`config.mk`:
```
export PLATFORM = sky130hd
export DESIGN_NAME = const_modmul
export DESIGN_NICKNAME = d
export VERILOG_FILES = /design/src/rtl/const_modmul_pkg.sv /design/src/rtl/cmm_lut_bank.sv /design/src/rtl/cmm_sum.sv /design/src/rtl/cmm_reduce.sv /design/src/rtl/const_modmul.sv
export SDC_FILE = /design/constraint.sdc
export NUM_CORES = 2
export LEC_CHECK = 0
export BUFFER_PORTS_ARGS = -buffer_cell sky130_fd_sc_hd__buf_2
export CAP_MARGIN = 10
export CORE_ASPECT_RATIO = 0.5
export CORE_UTILIZATION = 59
export CTS_CLUSTER_SIZE = 10
export DETAILED_ROUTE_END_ITERATION = 10
export PLACE_DENSITY = 0.75
export REMOVE_ABC_BUFFERS = 1
export SYNTH_ARGS = -nofsm -noshare
export SYNTH_HDL_FRONTEND = slang
export SYNTH_SLANG_ARGS = --single-unit
```
`constraint.sdc`:
```
create_clock -name clk_i -period 6.03 [get_ports clk_i]
set_input_delay 0.603 -clock clk_i [delete_from_list [all_inputs] [get_ports clk_i]]
set_output_delay 0.603 -clock clk_i [all_outputs]
set_load 0.02 [all_outputs]
```
`src/rtl/const_modmul_pkg.sv`:
```
package const_modmul_pkg;
  localparam int unsigned OPW_DEF = 16;
  localparam int unsigned DIGW_DEF = 4;

  function automatic int unsigned modulus(input int unsigned opw);
    return (1 << opw) + 1;
  endfunction
endpackage

```
`src/rtl/cmm_lut_bank.sv`:
```
module cmm_lut_bank #(
  parameter int unsigned OPW  = 16,
  parameter int unsigned DIGW = 4,
  localparam int unsigned NDIG = OPW / DIGW,
  localparam int unsigned ROWS = 1 << DIGW,
  localparam int unsigned PPW  = OPW + DIGW,
  localparam int unsigned SELW = $clog2(NDIG)
) (
  input  logic                       clk_i,
  input  logic                       rst_ni,
  input  logic                       in_valid_i,
  input  logic [OPW-1:0]             in_data_i,
  input  logic                       tbl_we_i,
  input  logic [SELW-1:0]            tbl_sel_i,
  input  logic [DIGW-1:0]            tbl_addr_i,
  input  logic [PPW-1:0]             tbl_data_i,
  output logic                       valid_o,
  output logic                       zero_o,
  output logic [OPW:0]               kfull_o,
  output logic [NDIG-1:0][PPW-1:0]   pp_o
);
  logic [PPW-1:0] tbl_q [NDIG][ROWS];

  for (genvar j = 0; j < NDIG; j++) begin : g_tbl
    always_ff @(posedge clk_i or negedge rst_ni) begin
      if (!rst_ni) begin
        for (int r = 0; r < ROWS; r++) tbl_q[j][r] <= '0;
      end else if (tbl_we_i && tbl_sel_i == SELW'(j)) begin
        tbl_q[j][tbl_addr_i] <= tbl_data_i;
      end
    end

    always_ff @(posedge clk_i or negedge rst_ni) begin
      if (!rst_ni) pp_o[j] <= '0;
      else         pp_o[j] <= tbl_q[j][in_data_i[j*DIGW +: DIGW]];
    end
  end

  // row 1 of table 0 holds the constant itself (0 encoded as 2^OPW)
  always_ff @(posedge clk_i or negedge rst_ni) begin
    if (!rst_ni) begin
      valid_o <= 1'b0;
      zero_o  <= 1'b0;
      kfull_o <= '0;
    end else begin
      valid_o <= in_valid_i;
      zero_o  <= (in_data_i == '0);
      kfull_o <= tbl_q[0][1][OPW:0];
    end
  end
endmodule

```
`src/rtl/cmm_sum.sv`:
```
module cmm_sum #(
  parameter int unsigned OPW  = 16,
  parameter int unsigned DIGW = 4,
  localparam int unsigned NDIG = OPW / DIGW,
  localparam int unsigned PPW  = OPW + DIGW,
  localparam int unsigned PRW  = PPW + DIGW,
  localparam int unsigned NPR  = NDIG / 2,
  localparam int unsigned PW   = 2 * OPW
) (
  input  logic                     clk_i,
  input  logic                     rst_ni,
  input  logic                     valid_i,
  input  logic                     zero_i,
  input  logic [OPW:0]             kfull_i,
  input  logic [NDIG-1:0][PPW-1:0] pp_i,
  output logic                     valid_o,
  output logic                     zero_o,
  output logic [OPW:0]             kfull_o,
  output logic [PW-1:0]            prod_o
);
  // tree is two levels: digit pairs, then the two pair sums (NDIG = 4)
  logic [NPR-1:0][PRW-1:0] pair_q;
  logic                    v2_q, z2_q;
  logic [OPW:0]            k2_q;

  for (genvar k = 0; k < NPR; k++) begin : g_pair
    always_ff @(posedge clk_i or negedge rst_ni) begin
      if (!rst_ni) pair_q[k] <= '0;
      else pair_q[k] <= PRW'(pp_i[2*k]) + (PRW'(pp_i[2*k+1]) << DIGW);
    end
  end

  always_ff @(posedge clk_i or negedge rst_ni) begin
    if (!rst_ni) begin
      v2_q <= 1'b0; z2_q <= 1'b0; k2_q <= '0;
      valid_o <= 1'b0; zero_o <= 1'b0; kfull_o <= '0; prod_o <= '0;
    end else begin
      v2_q    <= valid_i;
      z2_q    <= zero_i;
      k2_q    <= kfull_i;
      valid_o <= v2_q;
      zero_o  <= z2_q;
      kfull_o <= k2_q;
      prod_o  <= PW'(pair_q[0]) + (PW'(pair_q[1]) << (2 * DIGW));
    end
  end
endmodule

```
`src/rtl/cmm_reduce.sv`:
```
module cmm_reduce #(
  parameter int unsigned OPW = 16,
  localparam int unsigned PW = 2 * OPW,
  localparam logic [OPW:0] MOD = {1'b1, {(OPW-1){1'b0}}, 1'b1}
) (
  input  logic           clk_i,
  input  logic           rst_ni,
  input  logic           valid_i,
  input  logic           zero_i,
  input  logic [OPW:0]   kfull_i,
  input  logic [PW-1:0]  prod_i,
  output logic           valid_o,
  output logic [OPW-1:0] data_o
);
  logic [OPW-1:0] lo, hi;
  logic           v4_q, z4_q, ge4_q, v5_q;
  logic [OPW:0]   diff4_q, alt4_q, res5_q, res5_d;

  assign lo = prod_i[OPW-1:0];
  assign hi = prod_i[PW-1:OPW];

  always_ff @(posedge clk_i or negedge rst_ni) begin
    if (!rst_ni) begin
      v4_q <= 1'b0; z4_q <= 1'b0; ge4_q <= 1'b0;
      diff4_q <= '0; alt4_q <= '0;
    end else begin
      v4_q    <= valid_i;
      z4_q    <= zero_i;
      ge4_q   <= (lo >= hi);
      diff4_q <= {1'b0, lo} - {1'b0, hi};
      alt4_q  <= MOD - kfull_i;
    end
  end

  // negative difference wraps in OPW+1 bits; adding MOD lands in range
  always_comb begin
    if (z4_q)       res5_d = alt4_q;
    else if (ge4_q) res5_d = diff4_q;
    else            res5_d = diff4_q + MOD;
  end

  always_ff @(posedge clk_i or negedge rst_ni) begin
    if (!rst_ni) begin
      v5_q <= 1'b0; res5_q <= '0; valid_o <= 1'b0; data_o <= '0;
    end else begin
      v5_q    <= v4_q;
      res5_q  <= res5_d;
      valid_o <= v5_q;
      if (v5_q) data_o <= res5_q[OPW-1:0];
    end
  end


  range_chk: assert property (@(posedge clk_i) disable iff (!rst_ni)
    (v4_q && !z4_q) |=> (res5_q <= {1'b1, {OPW{1'b0}}}));


  fold_bound_chk: assert property (@(posedge clk_i) disable iff (!rst_ni)
    (valid_i && !zero_i && lo >= hi) |=> ##1 (res5_q <= {1'b0, $past(lo, 2)}));
endmodule

```
`src/rtl/const_modmul.sv`:
```
module const_modmul #(
  parameter int unsigned OPW  = const_modmul_pkg::OPW_DEF,
  parameter int unsigned DIGW = const_modmul_pkg::DIGW_DEF,
  localparam int unsigned NDIG = OPW / DIGW,
  localparam int unsigned PPW  = OPW + DIGW,
  localparam int unsigned SELW = $clog2(NDIG),
  localparam int unsigned PW   = 2 * OPW,
  localparam int unsigned LAT  = 6
) (
  input  logic            clk_i,
  input  logic            rst_ni,
  input  logic            in_valid_i,
  input  logic [OPW-1:0]  in_data_i,
  input  logic            tbl_we_i,
  input  logic [SELW-1:0] tbl_sel_i,
  input  logic [DIGW-1:0] tbl_addr_i,
  input  logic [PPW-1:0]  tbl_data_i,
  output logic            out_valid_o,
  output logic [OPW-1:0]  out_data_o
);
  logic                     v1, z1, v3, z3;
  logic [OPW:0]             k1, k3;
  logic [NDIG-1:0][PPW-1:0] pp1;
  logic [PW-1:0]            prod3;

  cmm_lut_bank #(.OPW(OPW), .DIGW(DIGW)) u_lut (
    .clk_i, .rst_ni, .in_valid_i, .in_data_i,
    .tbl_we_i, .tbl_sel_i, .tbl_addr_i, .tbl_data_i,
    .valid_o(v1), .zero_o(z1), .kfull_o(k1), .pp_o(pp1)
  );

  cmm_sum #(.OPW(OPW), .DIGW(DIGW)) u_sum (
    .clk_i, .rst_ni, .valid_i(v1), .zero_i(z1), .kfull_i(k1), .pp_i(pp1),
    .valid_o(v3), .zero_o(z3), .kfull_o(k3), .prod_o(prod3)
  );

  cmm_reduce #(.OPW(OPW)) u_red (
    .clk_i, .rst_ni, .valid_i(v3), .zero_i(z3), .kfull_i(k3), .prod_i(prod3),
    .valid_o(out_valid_o), .data_o(out_data_o)
  );

  // cycles since reset, saturating at the pipeline depth (checks only)
  logic [$clog2(LAT+1)-1:0] age_q;
  always_ff @(posedge clk_i or negedge rst_ni) begin
    if (!rst_ni)                 age_q <= '0;
    else if (age_q != LAT[$clog2(LAT+1)-1:0]) age_q <= age_q + 1'b1;
  end


  fill_chk: assert property (@(posedge clk_i) disable iff (!rst_ni)
    out_valid_o |-> (age_q == LAT[$clog2(LAT+1)-1:0]));


  latency_chk: assert property (@(posedge clk_i) disable iff (!rst_ni)
    (age_q == LAT[$clog2(LAT+1)-1:0]) |-> (out_valid_o == $past(in_valid_i, 6)));


  hold_chk: assert property (@(posedge clk_i) disable iff (!rst_ni)
    (age_q == LAT[$clog2(LAT+1)-1:0] && !out_valid_o) |=> ($stable(out_data_o) || out_valid_o));
endmodule

```
Word-level counts from Yosys, hierarchy flattened
Cells that the tools add are included.
{ "classes": {"n_addsub": 6, "order_cmp": 7, "n_eq_ne": 3, "muxes": 20, "bitwise_logic": 5, "reduce_logical": 7} }
{ "op_table": {"columns": ["cell", "count"], "rows": [
  ["bitwise mux 320 bit", 4],
  ["binary-select mux 20 bit (select 4 bit)", 4],
  ["2-to-1 mux 20 bit", 9],
  ["demux 20 bit (select 4 bit)", 1],
  ["adder 20 x 24 -> 24 bit", 2],
  ["adder 24 x 32 -> 32 bit", 1],
  ["2-to-1 mux 16 bit", 2],
  ["greater-or-equal comparator 5 bit, second input constant", 5],
  ["NOT 4 -> 5 bit", 5],
  ["adder 16 x 1 -> 16 bit, second input constant", 1],
  ["greater-or-equal comparator 16 bit", 1],
  ["zero test 16 bit", 1],
  ["subtractor 1 x 16 -> 16 bit, first input constant", 1],
  ["subtractor 16 bit", 1],
  ["logical AND 1 bit", 5],
  ["less-than comparator 5 x 1 -> 1 bit, second input constant", 1],
  ["== test 2 bit, second input constant", 2],
  ["== test 2 x 1 -> 1 bit, second input constant", 1],
  ["zero test 2 bit", 1]
]} }
{ "word_totals": {"register_bits": 1563, "input_bits": 46, "out_inout_bits": 17, "elab_cells": 137} }

Depth between registers and ports, before layout
{ "depth": {"word_depth": 6, "ltp_mapped": 9, "mapped_depth_nobuf": 9} }

Modules after synthesis
A second synthesis with hierarchy kept.
{ "hier_totals": {"hier_cells": 4719, "area_unflattened_um2": 69479.1} }
{ "modules_own_cells": {"columns": ["module", "instances", "cells_per_inst", "area_per_inst_um2", "seq_area_each_um2"], "rows": [
  ["cmm_lut_bank", 1, 3892, 60280.3, 34508.1],
  ["cmm_sum", 1, 492, 5665.4, 2952.8],
  ["cmm_reduce", 1, 335, 3533.4, 1726.7]
]} }

Worst setup path before layout
No wires, ideal clock.
{ "synth_path": {"path_kind": "reg2reg", "from": "register u_sum.pair_q[8] (netlist name)", "to": "register u_sum.prod_o[26]", "setup_ns": 0.080, "t_arrival_ns": 2.100, "t_required_ns": 5.950, "slack_ns": 3.850, "stages_incl_launch_ff": 9, "path_buffers": 0, "synth_period_minus_slack_ns": 2.180, "path_cell_list": "dfrtp_1 ha_1 fa_1 a211oi_1 o21bai_1 a21oi_2 o31ai_2 o311ai_1 xnor2_1"} }
{ "synth_via": {"elab_chain_len": 1} }
{ "synth_lines": {"columns": ["element", "line_no", "rtl"], "rows": [
  ["start: declaration", "cmm_sum.sv:22", "logic [NPR-1:0][PRW-1:0] pair_q;"],
  ["start signal: indexed assignment", "cmm_sum.sv:29", "else pair_q[k] <= PRW'(pp_i[2*k]) + (PRW'(pp_i[2*k+1]) << DIGW);"],
  ["adder 24 x 32 -> 32 bit", "cmm_sum.sv:44", "prod_o <= PW'(pair_q[0]) + (PW'(pair_q[1]) << (2 * DIGW));"],
  ["end signal: assignment", "cmm_sum.sv:44", null],
  ["end: declaration", "cmm_sum.sv:19", "output logic [PW-1:0] prod_o"]
]} }
No other way between the ends.
A chain may end at the register's enable or synchronous reset.

Worst setup path after layout
{ "layout_path": {"from": "register u_sum.pair_q[24] (netlist name)", "to": "register u_sum.prod_o[24]"} }
Same word-level chain as after synthesis.

==> reports/results.txt <==
Overall Global Routing Usage - 0.283
Core area - 115,000 µm²
Vias per std cell - 6.50
Met1 usage - 0.424
CP max FO - 5
DIE AREA - 118,000 µm²
P per Cell Area - 362 nW/µm²
Die Height - 243 µm
Initial cell density of the core - 0.595
Post-Synth XOR/XNOR Area - 0.0120
Share of layout cells above drive strength 1 - 0.486
MaxCap Viol Count - 0
Final hold vios - 0
Period utilisation layout - 0.469
# nets final - 4,380
Placed Cells - 5,615
Post-synth ARST share - 1.00
Routing usage on met2 - 0.432
CTS tree - built
Top_reg_cell synth - dfrtp_1
Final setup vio count - 0
GPL Wtd Cong - 0.890
Largest net degree at the start of global routing - 198
Die W - 485 µm
FMAX - 354 MHz
Antenna violations before repair - 7
Arr. time, crit path - 3.43 ns
CTS sink cnt - 1,563
Post-synth EDFFs - 0
Grt met3 use - 0.0453
CTS Root Buffer Type - clkbuf_16
Mapped Area - 68,700 µm²
Simple-gate portion of the synthesized area - 0.0201
CTS Buf Count - 174
Yosys reg bits - 1,563
RSZ-0062 raised after global routing - no
Synth Area in Adders - 0.0132
Largest family of logic cells by synthesized area - multiplexers
Vias in the first global route - 40,200
Critical path endpoint category - flip-flop
Worst-path clk slew - 0.06 ns
Drt pass-1 iters - 5
WL final - 162,000 µm
FP Rows - 88
Status - complete, no violations
Setup bufs post-CTS - 0
Synth unique cells - 65
Initial DRC Count - 3,249
I/O pin count - 63
Mux cell area share after synthesis - 0.344
Hold WC Path Type - reg2reg
Worst setup SP type - flip-flop
Clock Tree Buf Depth - 3
Tmin final - 2.83 ns
Worst-Margin Slew - 1.29 ns
Insertion delay of the later-clocked pin in the worst-skew pair - 0.78 ns
Pins Over Slew Limit - 0
Warnings, synthesis - 0
TNS Setup - 0 ns
Synth area leaders - dfrtp_1 57%, mux2_2 21%, mux4_2 13%
Avg WL per Cell - 27.8 µm
Clock skew - 0.0242 ns
DRC - 0
Compound-gate portion of the synthesized area - 0.0162
Final ANT Viol Nets - 0
Syn-to-layout area delta - 9.25%
H-tree depth - 4
Global-route wire length before repair - 249,000 µm
Final std cells w/o fill - 5,813
Via Count - 37,800
Area leader, netlist - dfrtp_1
Post-synthesis cell count - 4,296
P_leak - 35.1 nW
Maximum vdd drop - 0.348 mV
PortBufs - 62
Busiest grt layer - met2
Relative slew slack - 0.135
Most frequent cell after synthesis - dfrtp_1
Synth top area share - 0.569
Worst Path Required - 6.64 ns
Syn_area_per_cell - 16.0 µm²
Crit Path Class - reg2reg
Post-synth top cells - 1,563 x dfrtp_1, 1,285 x mux2_2, 400 x mux4_2
Dpl hpwl - 92,900 µm
Global route overflow - 0
Part of the Yosys area used for sequential elements - 0.569
==> routing by layer <==
metal  vias up  wire, µm  share of wire
li1      15700         -              -
met1     20700     73300           0.45
met2      1105     75300           0.47
met3       253      9050          0.056
met4         0      3790          0.023
met5         -         0              0
==> critical path, cell delays in order (launching register included) <==
cell and delay [ns]:
dfrtp_1 0.43, ha_1 0.25, fa_1 0.27, a211oi_1 0.09, o21bai_1 0.25, a21oi_2 0.12, o31ai_2 0.59, o31ai_1 0.17
xnor2_1 0.48
==> final cells by class <==
class	count	area, µm²
repair buffers	166	1260
diodes	3	7.51
fillers	7806	40300
clock buffers	182	4530
flip-flops and latches	1563	39100
inverters	38	143
multi-input cells	2321	27900
clock inverters	10	158
well taps	1530	1910
==> state kept, by name, indices dropped and copies added (netlist names), 16 cells and up <==
name / count
u_lut.tbl_q: 1280
u_red.res5_q: 16
u_sum.kfull_o: 16
u_sum.prod_o: 32
u_red.alt4_q: 16
u_red.data_o: 16
u_sum.k2_q: 16
u_lut.kfull_o: 16
u_lut.pp_o: 80
u_sum.pair_q: 48
u_red.diff4_q: 16
==> final timing paths <==
kind | start | to | slack (ns) | depth (start not counted)
setup / recovery | u_sum.pair_q[24]$_DFF_PN0_ | u_sum.prod_o[24]$_DFF_PN0_ | 3.20 | 8
hold / removal | u_lut.kfull_o[7]$_DFF_PN0_ | u_sum.k2_q[7]$_DFF_PN0_ | 0.33 | 0
setup reg to reg | u_sum.pair_q[24]$_DFF_PN0_ | u_sum.prod_o[24]$_DFF_PN0_ | 3.20 | 8
hold reg to reg | u_lut.kfull_o[7]$_DFF_PN0_ | u_sum.k2_q[7]$_DFF_PN0_ | 0.33 | 0
max in group asynchronous | rst_ni | u_lut.tbl_q[209]$_DFFE_PN0P_ | 3.92 | 3
min in group asynchronous | rst_ni | u_lut.tbl_q[814]$_DFFE_PN0P_ | 0.52 | 2
==> logic make-up (layout without fill, tap and decap cells) <==
group | count (synthesis) | count (layout)
fa+ha+maj | 70 | 70
flops | 1563 | 1563
buf+inv | 412 | 396
xor+xnor | 94 | 94
compound gates | 172 | 172
mux | 1699 | 1699
simple gates | 286 | 286
other cells | 0 | 3
==> power breakdown <==
part           switching, mW  internal [mW]
clock                   3.99           5.27
combinational           2.26           2.41
sequential              1.00           12.2
==> what timing repair did <==
| item | 4_1_cts | 5_1_grt |
|---|---|---|
| hold endpoints to repair | 132 | 0 |
| resized for setup | 0 | 0 |
| hold buffers | 2 | 0 |
==> cells in the final DEF (no fill, tap or decap), types with 13 or more instances in the layout <==
cell / count
buf_2: 53
ha_1: 66
nor3_1: 17
mux4_2: 400
xor2_1: 29
nand3_1: 22
dfrtp_1: 1563
o21ai_0: 44
nor2_2: 16
a21oi_1: 43
inv_1: 38
buf_4: 97
mux2_2: 1285
mux2_1: 13
clkbuf_16: 180
nand2_1: 101
xnor2_1: 65
a21o_1: 15
nor2_1: 47
==> metrics by stage <==
stage	setup WS, ns	util	total power, mW	area [µm²]	hold WS (ns)
after global placement	2.90	0.609	17.7	70300	0.334
after global routing	3.21	0.651	28.3	75100	0.342
after CTS	3.36	0.650	27.3	75000	0.330
after floorplan	3.49	-	16.2	67100	0.307
after detailed placement	2.84	0.609	18.0	70300	0.335
final	3.20	0.651	27.1	75100	0.331
(Power assumes the default switching activity.)
